File: src/rtl/acc_alu_shift.sv
module acc_alu_shift #(
  parameter int OPW = 16
) (
  input  logic           clk,
  input  logic           rst_n,
  input  logic           in_valid,
  input  logic [1:0]     sel_a,
  input  logic [1:0]     sel_b,
  input  logic           prod_sel,
  input  logic [3:0]     alu_op,
  input  logic [3:0]     shift_fld,
  input  logic [OPW-1:0] mul_x,
  input  logic [OPW-1:0] mul_y,
  input  logic [OPW-1:0] opnd_p,
  input  logic [OPW-1:0] opnd_q,
  output logic [2*OPW-1:0] acc,
  output logic           flag_z,
  output logic           flag_n,
  output logic           flag_c,
  output logic           flag_v,
  output logic           flag_x,
  output logic [OPW-1:0] wb_data,
  output logic           wb_valid
);
  localparam int AW = 2*OPW;
  localparam logic [AW-1:0] STEP = AW'(32'h1000);
  localparam logic [AW-1:0] SAT_POS = AW'(32'h7FFFF000);
  localparam logic [AW-1:0] SAT_NEG = AW'(32'h80000000);

  logic [AW-1:0] acc_q;
  logic z_q, n_q, c_q, v_q, x_q, wbv_q;
  logic [OPW-1:0] wb_q;

  logic signed [AW-1:0] mx_s, my_s, acc_scaled, prod;
  logic carry_op;
  logic [AW-1:0] a_op, b_op;

  assign mx_s = AW'($signed(mul_x));
  assign my_s = AW'($signed(mul_y));
  assign acc_scaled = ($signed(acc_q) >>> 15) & ~AW'(1);
  assign prod = prod_sel ? (mx_s * my_s) <<< 1 : mx_s * acc_scaled;
  assign carry_op = (alu_op == 4'd3) || (alu_op == 4'd5);

  always_comb begin
    case (sel_a)
      2'd0: a_op = acc_q;
      2'd1: a_op = {opnd_p, {OPW{1'b0}}};
      2'd2: a_op = {opnd_q, {OPW{1'b0}}};
      default: begin
        if (carry_op && !prod_sel) a_op = c_q ? {mul_x, {OPW{1'b0}}} : '0;
        else a_op = prod;
      end
    endcase
  end

  always_comb begin
    if (carry_op) b_op = AW'({c_q, {OPW{1'b0}}});
    else begin
      case (sel_b)
        2'd0: b_op = acc_q;
        2'd1: b_op = {opnd_p, {OPW{1'b0}}};
        2'd2: b_op = {opnd_q, {OPW{1'b0}}};
        default: b_op = prod;
      endcase
    end
  end

  logic [AW-1:0] ar_l, ar_r, ar_y, y;
  logic ar_sub, is_arith, c_alu, v_alu;

  always_comb begin
    ar_l = a_op;
    ar_r = b_op;
    ar_sub = 1'b0;
    is_arith = 1'b1;
    case (alu_op)
      4'd1: begin ar_l = '0; ar_sub = 1'b1; end
      4'd2, 4'd3: ;
      4'd4, 4'd5: ar_sub = 1'b1;
      4'd6: ar_r = STEP;
      4'd7: begin ar_r = STEP; ar_sub = 1'b1; end
      default: is_arith = 1'b0;
    endcase
  end

  assign ar_y = ar_sub ? ar_l - ar_r : ar_l + ar_r;

  always_comb begin
    c_alu = 1'b0;
    v_alu = 1'b0;
    if (is_arith) begin
      if (ar_sub) begin
        c_alu = (ar_l[AW-1] & ~ar_r[AW-1]) | (ar_l[AW-1] & ~ar_y[AW-1]) | (~ar_r[AW-1] & ~ar_y[AW-1]);
        v_alu = (ar_l[AW-1] != ar_r[AW-1]) && (ar_y[AW-1] != ar_l[AW-1]);
      end else begin
        c_alu = (ar_l[AW-1] & ar_r[AW-1]) | (ar_l[AW-1] & ~ar_y[AW-1]) | (ar_r[AW-1] & ~ar_y[AW-1]);
        v_alu = (ar_l[AW-1] == ar_r[AW-1]) && (ar_y[AW-1] != ar_l[AW-1]);
      end
    end
  end

  always_comb begin
    case (alu_op)
      4'd0, 4'd8: y = a_op;
      4'd9:  y = ~a_op;
      4'd10: y = a_op & b_op;
      4'd11: y = ~(a_op & b_op);
      4'd12: y = a_op | b_op;
      4'd13: y = ~(a_op | b_op);
      4'd14: y = a_op ^ b_op;
      4'd15: y = ~(a_op ^ b_op);
      default: y = ar_y;
    endcase
  end

  logic z_pre, n_pre, x_pre;
  assign z_pre = (y[AW-1:OPW] == '0);
  assign n_pre = y[AW-1];
  assign x_pre = (y[OPW-1:OPW-4] == '0);

  logic [4:0] sc;
  logic [AW-1:0] sh;
  logic c_next;
  assign sc = {alu_op[3], shift_fld};

  always_comb begin
    sh = y;
    c_next = c_alu;
    case (sc)
      5'd1,  5'd17: sh = y << 1;
      5'd2,  5'd18: sh = y << 2;
      5'd3,  5'd19: sh = y << 3;
      5'd4,  5'd20: sh = y << 4;
      5'd5,  5'd21: sh = y << 5;
      5'd6,  5'd22: sh = y << 8;
      5'd9:  sh = $signed(y) >>> 16;
      5'd10: sh = $signed(y) >>> 8;
      5'd11: sh = $signed(y) >>> 5;
      5'd12: sh = $signed(y) >>> 4;
      5'd13: sh = $signed(y) >>> 3;
      5'd14: sh = $signed(y) >>> 2;
      5'd15: sh = $signed(y) >>> 1;
      5'd25: sh = y >> 16;
      5'd26: sh = y >> 8;
      5'd27: sh = y >> 5;
      5'd28: sh = y >> 4;
      5'd29: sh = y >> 3;
      5'd30: sh = y >> 2;
      5'd31: sh = y >> 1;
      5'd7, 5'd23: if (v_alu) sh = n_pre ? SAT_POS : SAT_NEG;
      5'd8, 5'd24: begin
        c_next = y[AW-1];
        sh = {y[AW-2:OPW], y[AW-1], y[OPW-1:OPW-4], {(OPW-4){1'b0}}};
      end
      default: sh = y;
    endcase
  end

  always_ff @(posedge clk) begin
    if (!rst_n) begin
      acc_q <= '0;
      {z_q, n_q, c_q, v_q, x_q} <= '0;
      wb_q  <= '0;
      wbv_q <= 1'b0;
    end else begin
      wbv_q <= in_valid;
      if (in_valid) begin
        acc_q <= sh;
        wb_q  <= sh[AW-1:OPW];
        z_q <= z_pre;
        n_q <= n_pre;
        c_q <= c_next;
        v_q <= v_alu;
        x_q <= x_pre;
      end
    end
  end

  assign acc = acc_q;
  assign flag_z = z_q;
  assign flag_n = n_q;
  assign flag_c = c_q;
  assign flag_v = v_q;
  assign flag_x = x_q;
  assign wb_data = wb_q;
  assign wb_valid = wbv_q;
endmodule


File: config.mk
export PLATFORM = sky130hd
export DESIGN_NAME = acc_alu_shift
export DESIGN_NICKNAME = d
export VERILOG_FILES = /design/src/rtl/acc_alu_shift.sv
export SDC_FILE = /design/constraint.sdc
export NUM_CORES = 2
export LEC_CHECK = 0
export ABC_AREA = 1
export BUFFER_PORTS_ARGS = -buffer_cell sky130_fd_sc_hd__clkbuf_2
export CAP_MARGIN = 20
export CORE_MARGIN = 8
export CORE_UTILIZATION = 35
export CTS_BUF_LIST = sky130_fd_sc_hd__clkbuf_16
export DETAILED_ROUTE_END_ITERATION = 12
export PLACE_DENSITY = 0.61
export SYNTH_ARGS = -nofsm -noshare
export SYNTH_HDL_FRONTEND = slang
export SYNTH_SLANG_ARGS = --single-unit
File: constraint.sdc
create_clock -name clk -period 11 [get_ports clk]
set_input_delay 1.65 -clock clk [delete_from_list [all_inputs] [get_ports clk]]
set_output_delay 1.65 -clock clk [all_outputs]
set_load 0.005 [all_outputs]
==> impl_metrics.tcl <==
set metrics [dict create \
    outcome "completed" \
    worstPathRequired_ns 11.19 \
    start_util_pct 35.2 \
    synth-async-reset-ratio_pct 0 \
    core_area_sq_mm 0.0997 \
    wl_um 150000 \
    vias 38800 \
    maxCapViolations 0 \
    netlist_instances 5650 \
    antenna_left 0 \
    finalHoldViolCount 0 \
    cts_tree "yes" \
    tightest_slew_ns 1.24 \
    period_share_pct 96.5 \
    finalSetupViolCount 0 \
    grt-ovfl-total 0 \
    final_cell_mix "1,589 x nand2_1, 1,301 x inv_1, 598 x buf_4" \
    die_area_sq_mm 0.111 \
    worstSetupStartpointType "input pin" \
    ys.flop_type "dfxtp_1" \
    routedWlPerCell_um 20.1 \
    yosysSeqAreaShare_pct 2.17 \
    clk_path_buf_depth 2 \
    synth.distinct_cells 58 \
    first_iter_violations 3992 \
    port_buffers 133 \
    nets 7045 \
    area.growth.synth_to_final_pct 25.6 \
    layout_setup_ws_ns 0.389 \
    synth_nets 6502 \
    insertion_delay_ns 0.31 \
    drc 0 \
    grt_pass1_wl_um 225000 \
    yosys_warnings 0 \
    yosys.area.top_type "fa_1" \
    ios 134 \
    synthTopCellsByArea "fa_1 29%, nand2_1 18%, inv_1 14%" \
    synth.top_cell.area_share_pct 29.3 \
    die_h_um 333 \
    critPathMostFrequentCell "inv_2" \
    clockRootBuffer "clkbuf_16" \
    grtUsageTotal_pct 26.0 \
    path_clk_slew_ns 0.07 \
    dp_hpwl_um 123000 \
    cts_htree_levels 2 \
    chipWidth_um 333 \
    synth-seq-cells 38 \
    worst_hold_slack_ns 0.486 \
    cp-end-kind "register" \
    syn_area_sq_mm 0.0351 \
    post-route-util_pct 44.2 \
    arrival_ns 10.80 \
    synth-edff-count 0 \
    place.gp.congestion 0.995 \
    slew_violations 0 \
    max_stage_delay_ns 0.56 \
    dp_slack_ns -0.590 \
    finalSetupTns_ns 0 \
    relSlewSlack_pct 17.1 \
    skew_ns 0.0134 \
    drive_above_1_share_pct 20.5 \
    crit_fanout 8 \
    critPathSlowestCell "fa_1" \
    grt_pass1_vias 37700 \
    firstDrtPassIters 8 \
    via_per_inst 5.17 \
    cts_hold_buf 0 \
    num_rows 116 \
    cts_buffers 5 \
    max_freq_ghz 0.0942 \
    fin_crit_ns 10.61 \
    layout.cells.most_common "nand2_1" \
    hold_path.class "reg2reg" \
    clock_sinks 38 \
    antenna_found_initial 4 \
    path_class "in2reg" \
    grt_max_degree 61 \
    syn_area_per_cell_sq_um 6.21 \
]
==> metal layers <==
layer	vias to the layer above	share of wire (%)	global-route usage, %
met5	-	0	0
met4	0	3.8	8.38
met3	289	9.4	4.44
met2	1801	43	40.3
met1	18600	44	36.8
li1	18100	-	-
==> area by class of cell <==
| cell class | count | area [sq um] |
|---|---|---|
| fill | 10500 | 55700 |
| multi-input combinational | 3960 | 29800 |
| timing repair buffer | 797 | 6450 |
| inverter | 1391 | 5230 |
| tap | 1298 | 1620 |
| sequential | 38 | 761 |
| clock buffer | 5 | 125 |
| clock inverter | 3 | 68.8 |
| antenna | 1 | 2.50 |
==> registers in the layout, indices dropped and copies added, names as in the netlist <==
name      count
acc          32
flag_c        1
flag_n        1
flag_v        1
flag_x        1
flag_z        1
wb_valid      1
==> path summary, 6_finish.rpt <==
check / from / to / slack [ns] / cells after the start
worst max-delay path: mul_x[5] / acc[4]$_SDFFE_PN0P_ / 0.39 / 62
worst min-delay path: flag_z$_SDFFE_PN0P_ / flag_z$_SDFFE_PN0P_ / 0.49 / 2
worst min register to register: flag_z$_SDFFE_PN0P_ / flag_z$_SDFFE_PN0P_ / 0.49 / 2
worst max register to register: acc[26]$_SDFFE_PN0P_ / acc[4]$_SDFFE_PN0P_ / 1.00 / 54
==> metrics by stage <==
| stage | std cells | instance area, sq um |
|---|---|---|
| final | 7493 | 44000 |
| after CTS | 7455 | 41700 |
| after floorplan | 5650 | 35100 |
| after global routing | 7493 | 44000 |
| after global placement | 7444 | 41300 |
| after detailed placement | 7446 | 41400 |
==> Yosys cell counts (19+ instances only) <==
master / n
o211ai_1: 26
buf_2: 42
nand3_1: 364
nand2_1: 1685
xor2_1: 27
nand4_1: 73
nand2_2: 25
dfxtp_1: 38
buf_4: 24
o21ai_0: 137
nor3_1: 35
inv_2: 32
nor2_1: 359
inv_1: 1346
clkbuf_1: 174
o22ai_1: 66
a21oi_1: 185
fa_1: 513
ha_1: 259
a31oi_1: 19
xnor2_1: 22
==> critical path: cells and delay by family <==
family | cells | cell delay, ns
and+or+nand+nor | 23 | 2.16
AOI/OAI and AO/OA | 13 | 1.75
xor gates and xnor gates | 1 | 0.15
buffers and inverters | 16 | 1.22
adders and majority gates | 9 | 3.85
==> cell families after synthesis <==
logic type      Yosys count  synth area share [%]
fa+ha+maj               772                  38.5
xor+xnor                 49                  1.22
compound gates          539                  9.15
buf+inv                1652                  18.2
simple gates           2600                  30.7
flops                    38                  2.17
==> timing repair <==
action                                  4_1_cts  5_1_grt
resized for setup                            41      489
endpoints found under the hold margin         0        0
buffers inserted                              1       33
endpoints found under the setup margin       12       32
cloned                                        0        3
pin swaps                                     7      165
Power is not shown: default switching activity piles up to over one toggle a cycle in this logic, so the estimate is an artifact.
